[config.mk]
export PLATFORM = sky130hd
export DESIGN_NAME = pte_access_guard
export DESIGN_NICKNAME = d
export VERILOG_FILES = /design/src/rtl/pag_pkg.sv /design/src/rtl/pag_perm_check.sv /design/src/rtl/pag_ref_mod.sv /design/src/rtl/pag_fault_regs.sv /design/src/rtl/pte_access_guard.sv
export SDC_FILE = /design/constraint.sdc
export NUM_CORES = 1
export LEC_CHECK = 0
export BUFFER_PORTS_ARGS = -buffer_cell sky130_fd_sc_hd__buf_2
export CAP_MARGIN = 30
export CORE_MARGIN = 4
export CORE_UTILIZATION = 39
export DETAILED_ROUTE_END_ITERATION = 8
export GPL_ROUTABILITY_DRIVEN = 0
export GPL_TIMING_DRIVEN = 0
export PLACE_DENSITY = 0.69
export SLEW_MARGIN = 20
export SYNTH_ARGS = -nofsm -noshare
export SYNTH_HDL_FRONTEND = slang
export SYNTH_SLANG_ARGS = --single-unit
[constraint.sdc]
create_clock -name clk -period 1.65 [get_ports clk]
set_input_delay 0.0825 -clock clk [delete_from_list [all_inputs] [get_ports clk]]
set_output_delay 0.0825 -clock clk [all_outputs]
set_load 0.005 [all_outputs]
[src/rtl/pag_pkg.sv]
// Package: shared codes and helpers for the page access checker.
// Assumes rights are packed {X,W,R} and fault codes are already shifted into bits 3..2.
package pag_pkg;
    typedef enum logic [3:0] {
        FLT_NONE = 4'd0,
        FLT_PROT = 4'd8,
        FLT_PRIV = 4'd12
    } fault_code_t;

    localparam int RIGHT_R = 0;
    localparam int RIGHT_W = 1;
    localparam int RIGHT_X = 2;
    localparam int FSR_W   = 8;

    // Access index: write in bit 2, fetch in bit 1, privilege in bit 0
    function automatic logic [2:0] acc_index(input logic wr, input logic fe, input logic sup);
        return {wr, fe, sup};
    endfunction
endpackage

[src/rtl/pag_perm_check.sv]
// Module: decodes the permission code for one privilege level and judges the access.
// Purely combinational; assumes exactly one leaf entry per request.
module pag_perm_check
    import pag_pkg::*;
#(
    parameter int CODES = 8
) (
    input  logic [2:0] perm,
    input  logic       is_write,
    input  logic       is_fetch,
    input  logic       is_super,
    output logic [3:0] err_code,
    output logic [2:0] rights_raw
);
    logic [CODES-1:0] rd_ok;
    logic [CODES-1:0] wr_ok;
    logic [CODES-1:0] ex_ok;

    // One decode slice per permission code
    for (genvar c = 0; c < CODES; c++) begin : g_code
        localparam logic [2:0] C = 3'(c);
        assign rd_ok[c] = (C != 3'd4) && (is_super || (C < 3'd6));
        assign wr_ok[c] = (C == 3'd1) || (C == 3'd3) ||
                          (is_super && ((C == 3'd5) || (C == 3'd7)));
        assign ex_ok[c] = (C == 3'd2) || (C == 3'd3) || (C == 3'd4) ||
                          (is_super && ((C == 3'd6) || (C == 3'd7)));
    end

    logic priv_err;
    logic denied;

    // Judge the access: privilege first, then the missing right
    always_comb begin
        priv_err = !is_super && perm[2] && perm[1];
        denied   = (is_write && !wr_ok[perm]) ||
                   (is_fetch && !ex_ok[perm]) ||
                   (!is_write && !is_fetch && !rd_ok[perm]);
        if (priv_err)    err_code = FLT_PRIV;
        else if (denied) err_code = FLT_PROT;
        else             err_code = FLT_NONE;
        rights_raw = {ex_ok[perm], wr_ok[perm], rd_ok[perm]};
    end
endmodule

[src/rtl/pag_ref_mod.sv]
// Module: computes the updated referenced/modified bits and whether a write-back is due.
// Combinational; assumes the caller gates it with "access allowed".
module pag_ref_mod (
    input  logic old_ref,
    input  logic old_mod,
    input  logic is_write,
    output logic new_ref,
    output logic new_mod,
    output logic changed
);
    // Set referenced always, modified on a write; flag any change
    always_comb begin
        new_ref = 1'b1;
        new_mod = old_mod | is_write;
        changed = !old_ref || (is_write && !old_mod);
    end
endmodule

[src/rtl/pag_fault_regs.sv]
// Module: fault status and fault address registers with overflow marking and read-clear.
// Assumes rec is asserted for at most one fault per cycle.
module pag_fault_regs
    import pag_pkg::*;
#(
    parameter int VA_W = 32
) (
    input  logic             clk,
    input  logic             rst_n,
    input  logic             rec,
    input  logic [2:0]       idx,
    input  logic [3:0]       code,
    input  logic [VA_W-1:0]  va,
    input  logic             rd,
    output logic [FSR_W-1:0] fsr_q,
    output logic [VA_W-1:0]  far_q
);
    logic [FSR_W-1:0] base;
    logic [FSR_W-1:0] fsr_next;

    // Build the next status value from the read-cleared base
    always_comb begin
        base     = rd ? '0 : fsr_q;
        fsr_next = {{(FSR_W-1){1'b0}}, (base != '0)} |
                   {idx, 5'b0} | {4'b0, code} | 8'h02;
    end

    // Hold status and address; fault capture outranks the clear
    always_ff @(posedge clk) begin
        if (!rst_n) begin
            fsr_q <= '0;
            far_q <= '0;
        end else if (rec) begin
            fsr_q <= fsr_next;
            far_q <= va;
        end else if (rd) begin
            fsr_q <= '0;
        end
    end

    p_no_overflow_r8: assert property (@(posedge clk) disable iff (!rst_n)
        (rec && !rd && fsr_q != '0) |=> fsr_q[0]);
    p_clear_r10: assert property (@(posedge clk) disable iff (!rst_n)
        (rd && !rec) |=> fsr_q == '0);
    p_fresh_r10: assert property (@(posedge clk) disable iff (!rst_n)
        (rd && rec) |=> !fsr_q[0] && fsr_q[1]);
endmodule

[src/rtl/pte_access_guard.sv]
// Module: top of the page access checker. Judges a leaf entry against an access,
// yields fault code, rights and write-back, records faults and raises trap pulses.
// Assumes one request per cycle; every result is registered once.
module pte_access_guard
    import pag_pkg::*;
#(
    parameter int VA_W = 32
) (
    input  logic            clk,
    input  logic            rst_n,
    input  logic            req_valid,
    input  logic [2:0]      req_perm,
    input  logic            req_ref,
    input  logic            req_mod,
    input  logic            req_write,
    input  logic            req_fetch,
    input  logic            req_super,
    input  logic [VA_W-1:0] req_va,
    input  logic            nofault_mode,
    input  logic            traps_on,
    input  logic            fsr_rd,
    output logic            rsp_valid,
    output logic [3:0]      rsp_fault_code,
    output logic [2:0]      rsp_rights,
    output logic            wb_req,
    output logic            wb_ref,
    output logic            wb_mod,
    output logic            ifault,
    output logic            dfault,
    output logic [7:0]      fsr,
    output logic [VA_W-1:0] far
);
    logic [3:0] err_code;
    logic [2:0] rights_raw;
    logic       new_ref, new_mod, changed;

    pag_perm_check #(.CODES(8)) u_perm (
        .perm      (req_perm),
        .is_write  (req_write),
        .is_fetch  (req_fetch),
        .is_super  (req_super),
        .err_code  (err_code),
        .rights_raw(rights_raw)
    );

    pag_ref_mod u_refmod (
        .old_ref (req_ref),
        .old_mod (req_mod),
        .is_write(req_write),
        .new_ref (new_ref),
        .new_mod (new_mod),
        .changed (changed)
    );

    logic       fault_rec;
    logic       grant;
    logic       trap_go;
    logic [2:0] rights_eff;

    // Decide recorded fault, grant, trap and effective rights
    always_comb begin
        fault_rec  = req_valid && (err_code != FLT_NONE) && !(nofault_mode && !req_super);
        grant      = req_valid && !fault_rec;
        trap_go    = fault_rec && !nofault_mode && traps_on;
        rights_eff = rights_raw;
        if (!new_mod) rights_eff[RIGHT_W] = 1'b0;
    end

    pag_fault_regs #(.VA_W(VA_W)) u_fregs (
        .clk  (clk),
        .rst_n(rst_n),
        .rec  (fault_rec),
        .idx  (acc_index(req_write, req_fetch, req_super)),
        .code (err_code),
        .va   (req_va),
        .rd   (fsr_rd),
        .fsr_q(fsr),
        .far_q(far)
    );

    // Register the per-request results
    always_ff @(posedge clk) begin
        if (!rst_n) begin
            rsp_valid      <= 1'b0;
            rsp_fault_code <= '0;
            rsp_rights     <= '0;
            wb_req         <= 1'b0;
            wb_ref         <= 1'b0;
            wb_mod         <= 1'b0;
            ifault         <= 1'b0;
            dfault         <= 1'b0;
        end else begin
            rsp_valid      <= req_valid;
            rsp_fault_code <= fault_rec ? err_code : 4'd0;
            rsp_rights     <= grant ? rights_eff : 3'd0;
            wb_req         <= grant && changed;
            wb_ref         <= grant && new_ref;
            wb_mod         <= grant && new_mod;
            ifault         <= trap_go && req_fetch;
            dfault         <= trap_go && !req_fetch;
        end
    end

    p_one_trap_r9: assert property (@(posedge clk) disable iff (!rst_n)
        !(ifault && dfault));
    p_trap_has_fault_r9: assert property (@(posedge clk) disable iff (!rst_n)
        (ifault || dfault) |-> (rsp_valid && rsp_fault_code != 4'd0));
    p_wb_only_granted_r4: assert property (@(posedge clk) disable iff (!rst_n)
        wb_req |-> (rsp_valid && rsp_fault_code == 4'd0 && wb_ref));
    p_write_needs_mod_r6: assert property (@(posedge clk) disable iff (!rst_n)
        rsp_rights[RIGHT_W] |-> wb_mod);
    p_far_hold_r7: assert property (@(posedge clk) disable iff (!rst_n)
        !(rsp_valid && rsp_fault_code != 4'd0) |-> $stable(far));
    p_fsr_mark_r7: assert property (@(posedge clk) disable iff (!rst_n)
        (rsp_valid && rsp_fault_code != 4'd0) |-> fsr[1]);
    p_idle_quiet_r12: assert property (@(posedge clk) disable iff (!rst_n)
        !rsp_valid |-> (rsp_fault_code == 4'd0 && rsp_rights == 3'd0 && !wb_req));
endmodule

Yosys cells after proc, flatten, opt, wreduce, memory -nomap -nowiden
Cells that the tools add are included.

Register bits after elaboration: 53. Output and inout bits: 53. Logic and storage cells: 61. Input bits: 46.

Mux-type cells: 10. Order comparisons: 1. Bitwise gates (word level): 3. Reductions and logical operators: 36.

Operator list (number): logical AND 1 bit (17); 2-to-1 mux 8 bit (2); logical NOT 1 bit (11); binary-select mux 1 bit (select 3 bit) (3); 2-to-1 mux 4 bit (2); OR 1 x 8 -> 8 bit (1); OR 8 x 4 -> 8 bit (1); nonzero test 8 bit (1); < comparator 3 x 4 -> 1 bit, second input constant (1); AND reduction 2 bit (2); nonzero test 4 bit (1); logical OR 1 bit (3); 2-to-1 mux 1 bit (3); AND reduction 3 bit (1); OR 1 bit (1).

Depth between registers and ports, before layout
Depth after elaboration: 14. Mapped depth: 6. Mapped depth without buffers: 4.

Cells and area by module
From an unflattened synthesis, not the netlist that was laid out.

Cell total of the unflattened synthesis: 198. Area total of the unflattened synthesis: 2122.0 µm².

Modules (own cells, without submodules): pag_fault_regs (cells an instance 136, area each 1547.7 µm², seq. area each 800.8 µm², instances 1); pte_access_guard (cells an instance 41, area each 450.4 µm², seq. area each 260.2 µm², instances 1); pag_perm_check (cells an instance 16, area each 97.6 µm², seq. area each 0.0 µm², instances 1); pag_ref_mod (cells an instance 5, area each 26.3 µm², seq. area each 0.0 µm², instances 1).

Least setup slack after synthesis
Ideal clock, no wire load.

Path kind: input to register. Start point: input req_perm[1]. End point: register u_fregs.fsr_q[2]. Arrival: 1203 ps. Data required time: 1578 ps. Stages: 6. Setup time: 72 ps. Buffers on the path: 2. Path slack: 375 ps. Path through: or3b_1 > a21oi_1 > o221a_2 > buf_6 > buf_12 > mux2i_1.

Longest elaborated chain between the ends: 12. Elaborated cells between the ends (all ways): 22. Those cells by class: mux (9); bitwise (1); reduce/logical (12).

RTL lines: start: declaration (RTL line pte_access_guard.sv:12) `input logic [2:0] req_perm,`; binary-select mux 1 bit (select 3 bit), on equally long branches (RTL line pag_perm_check.sv:35, pag_perm_check.sv:36); 2-to-1 mux 1 bit, on equally long branches (RTL line pag_perm_check.sv:35, pag_perm_check.sv:36); logical NOT 1 bit, on equally long branches (RTL line pag_perm_check.sv:35, pag_perm_check.sv:36); logical AND 1 bit, on equally long branches (RTL line pag_perm_check.sv:35, pag_perm_check.sv:36); logical OR 1 bit (RTL line pag_perm_check.sv:35) `denied = (is_write && !wr_ok[perm]) ||`; logical OR 1 bit (RTL line pag_perm_check.sv:36) `(is_fetch && !ex_ok[perm]) ||`; 2-to-1 mux 4 bit (RTL line pag_perm_check.sv:39) `else if (denied) err_code = FLT_PROT;`; 2-to-1 mux 4 bit * (RTL line pag_perm_check.sv:38) `if (priv_err) err_code = FLT_PRIV;`; nonzero test 4 bit (RTL line pte_access_guard.sv:62) `fault_rec = req_valid && (err_code != FLT_NONE) && !(nofault_mode && !req_super);`; logical AND 1 bit (2 in a row) (RTL line pte_access_guard.sv:62); 2-to-1 mux 8 bit * (RTL line pag_fault_regs.sv:33) `end else if (rec) begin`; end signal: assignment (RTL line pag_fault_regs.sv:34) `fsr_q <= fsr_next;`; end: declaration (RTL line pag_fault_regs.sv:15) `output logic [FSR_W-1:0] fsr_q,`.

Mark *: on every way between the ends. The rest lies on a longest branch, timed or not. The select of a mux whose other input is x is not followed. A chain may end at the register's enable or synchronous reset.

Worst setup path in the final report
Start point: input req_perm[1]. End point: register u_fregs.far_q[2].

Longest elaborated chain between the ends: 11. Elaborated cells between the ends (all ways): 20. Those cells by class: mux (8); reduce/logical (12).

RTL lines: binary-select mux 1 bit (select 3 bit), on equally long branches (RTL line pag_perm_check.sv:35, pag_perm_check.sv:36); 2-to-1 mux 1 bit, on equally long branches (RTL line pag_perm_check.sv:35, pag_perm_check.sv:36); logical NOT 1 bit, on equally long branches (RTL line pag_perm_check.sv:35, pag_perm_check.sv:36); logical AND 1 bit, on equally long branches (RTL line pag_perm_check.sv:35, pag_perm_check.sv:36); logical OR 1 bit (RTL line pag_perm_check.sv:35); logical OR 1 bit (RTL line pag_perm_check.sv:36); 2-to-1 mux 4 bit (RTL line pag_perm_check.sv:39); 2-to-1 mux 4 bit * (RTL line pag_perm_check.sv:38); nonzero test 4 bit * (RTL line pte_access_guard.sv:62); logical AND 1 bit * (2 in a row) (RTL line pte_access_guard.sv:62); end signal: assignment (RTL line pag_fault_regs.sv:35) `far_q <= va;`; end: declaration (RTL line pag_fault_regs.sv:16) `output logic [VA_W-1:0] far_q`.

Marked as above.

==> summary.md <==
| Metric | Value |
|---|---|
| Vias in the first global route | 1650 |
| Drt total wl | 4.85 mm |
| Post-Route Setup TNS | 0 ns |
| # IOs | 99 |
| Antenna violations before repair | 0 |
| #FFs+latches synth | 51 |
| Fin crit share | between 70% and 80% |
| DIE WIDTH | 80.7 µm |
| Mapped Cells | 218 |
| Largest cells by area after synthesis | dfxtp_1 49%, mux2i_1 18%, nand2_1 13%, buf_12 3.9%, clkbuf_1 1.6% |
| Pin count of the biggest net entering global routing | 16 |
| Clock power share | 29.1% |
| Final max-slew violation count | 0 |
| Initial detailed-routing violation count | 58 |
| Max Cap Viol | 0 |
| Worst setup EP type | flip-flop |
| Flop pwr share | 55.6% |
| Commonest non-fill, non-tap cell in the layout | buf_2 |
| Pwr dens | 872 mW/mm² |
| DP Wirelength | 3.68 mm |
| Clock transition at path regs | roughly 0.09 ns |
| Synth area leader | dfxtp_1 |
| Port Buffers | 95 |
| Sink Count | 51 |
| CTS buffer count | 5 |
| Post-cts repair resize count | 0 |
| Per-cell routed wire length | 12.4 µm |
| Post-synth cell types | 26 |
| Mapped Avg Cell Area | 9.46 µm² |
| Crit path max fanout | 10 |
| Startpoint Class | input pin |
| Final Skew | a little over 0.005 ns |
| Asr flop ratio synth | 0% |
| Total chip power | roughly 2.4 mW |
| Combinational power share | 15.3% |
| Synthesis-to-finish area growth | 32.0% |
| Peak Freq | 799 MHz |
| Via-to-Cell Ratio | 4.56 |
| Die height | 80.7 µm |
| Remaining DRCs | 0 |
| Total number of vias | 1792 |
| Global Route Usage Sum | 14.5% |
| CORE AREA | 0.00511 mm² |
| Clk buf depth | 2 |
| Final min period | 1.25 ns |
| Required @ worst endpoint | around 1.9 ns |
| Final hold violations | 0 |
| Htree depth | 2 |
| Worst Path Arrival | 1.47 ns |
| Worst-Skew Late Latency | roughly 0.30 ns |
| Root Buffer | clkbuf_8 |
| Status | completed |
| Synth top area share | 49.5% |
| Synth Warn # | 0 |
| Sw Ratio | 25.3% |
| Setup CP Type | in2reg |
| Overflow after GRT | 0 |
| Synth Cell Area | 0.00206 mm² |
| Antenna Nets Post-Route | 0 |
| Predominant post-synthesis flop cell | dfxtp_1 |
| Ant diodes | 0 |
| Post-synthesis sequential area ratio | between 40 and 50% |
| DRT Pass-1 Iters | 4 |
| Sw power | 601 µW |
| Worst min path class | in2reg |
| Row count | 26 |
| Leakage | 1.34 nW |
| Die footprint | 0.00652 mm² |
| TritonCTS clock tree | done |
| Final setup violation count | 0 |
| RSZ-0062 raised after global routing | false |
| Power Internal | around 1.8 mW |
| Max rail drop VDD | about 390 µV |
| Final nets | between 300 and 400 |
| Initial Util | 40.4% |
| Most frequent cells in the layout | 95 x buf_2, 70 x nand2_1, 51 x dfxtp_1, 37 x mux2i_1, 9 x clkbuf_1 |
| Number of synthesized flops with an enable pin | 0 |
| Share of cells above drive strength 1 | 34.7% |
| First-pass GRT wire length | 7.46 mm |
[Yosys cell counts, types with 3 or more instances]
cell / n
nand3b_1: 4
nor2_1: 5
dfxtp_1: 51
nor4_1: 3
and3_1: 4
clkbuf_1: 9
mux2i_1: 37
inv_1: 6
nand2_1: 70
buf_12: 4
nor2b_1: 3
[power by group through the flow]
stage               combinational (mW)  sequential (mW)  clock (mW)
floorplan                        0.201             1.36           0
detailed placement               0.368             1.35           0
global route                     0.404             1.33       0.767
finish                           0.364             1.32       0.690
global placement                 0.364             1.35           0
CTS                              0.370             1.32       0.721
[cell families after synthesis]
group                  synth area share, %
other                                0.182
AND/OR/NAND/NOR                       20.7
flip-flops                            49.5
buffers and inverters                 8.43
AO/OA/AOI/OAI                         3.27
multiplexers                          18.0
[final cells by class]
class                      instances  area, µm²
buffer                            17        151
tap                               70       87.6
fill                             500       2380
multi-input combinational        145        872
sequential                        51       1020
clock buffer                       5       68.8
timing repair buffer              96        485
inverter                           6       22.5
clock inverter                     3       15.0
[state kept, by name, summed over array words and instances (netlist names)]
signal / count
u_fregs.far_q: 32
u_fregs.fsr_q: 8
ifault: 1
dfault: 1
rsp_valid: 1
wb_ref: 1
rsp_fault_code: 2
wb_req: 1
wb_mod: 1
rsp_rights: 3
[metal layers]
metal	track usage [%]	vias to the layer above	share of wire, %
met5	0	-	0
met4	3.04	0	0.76
met3	4.77	6	8.9
met2	25.5	61	47
met1	17.3	812	43
li1	-	913	-
[path summary, 6_finish.rpt]
path | slack [ns] | from | endpoint | cells past startpoint
setup / recovery | 0.40 | req_perm[1] | u_fregs.far_q[2] | 7
hold / removal | 0.02 | req_va[25] | u_fregs.far_q[25] | 3
setup reg to reg | 0.59 | u_fregs.fsr_q[1] | u_fregs.fsr_q[0] | 3
hold reg to reg | 0.46 | u_fregs.far_q[5] | u_fregs.far_q[5] | 2
[through the flow]
| stage | utilization (%) | cell area [µm²] | hold slack, ns | std cells | worst slack, ns |
|---|---|---|---|---|---|
| global placement | 51.5 | 2630 | 0.307 | 384 | 0.0596 |
| detailed placement | 51.5 | 2630 | 0.313 | 384 | 0.0881 |
| CTS | 53.3 | 2720 | 0.00731 | 393 | 0.398 |
| global route | 53.3 | 2720 | 0.00941 | 393 | 0.268 |
| finish | 53.3 | 2720 | 0.0193 | 393 | 0.399 |
| floorplan | - | 2070 | 0.177 | 219 | 0.375 |
[timing repair]
item	CTS	global route
hold endpoints to repair	1	0
setup buffers	0	0
hold buffers	1	0
[critical path, stage by stage]
cell and delay, ns:
buf_2 0.14, or3b_1 0.37, a21oi_1 0.16, o221a_2 0.22, buf_6 0.15, buf_12 0.15, mux2i_1 0.19
Note: power is estimated with default switching activity, not from simulation.
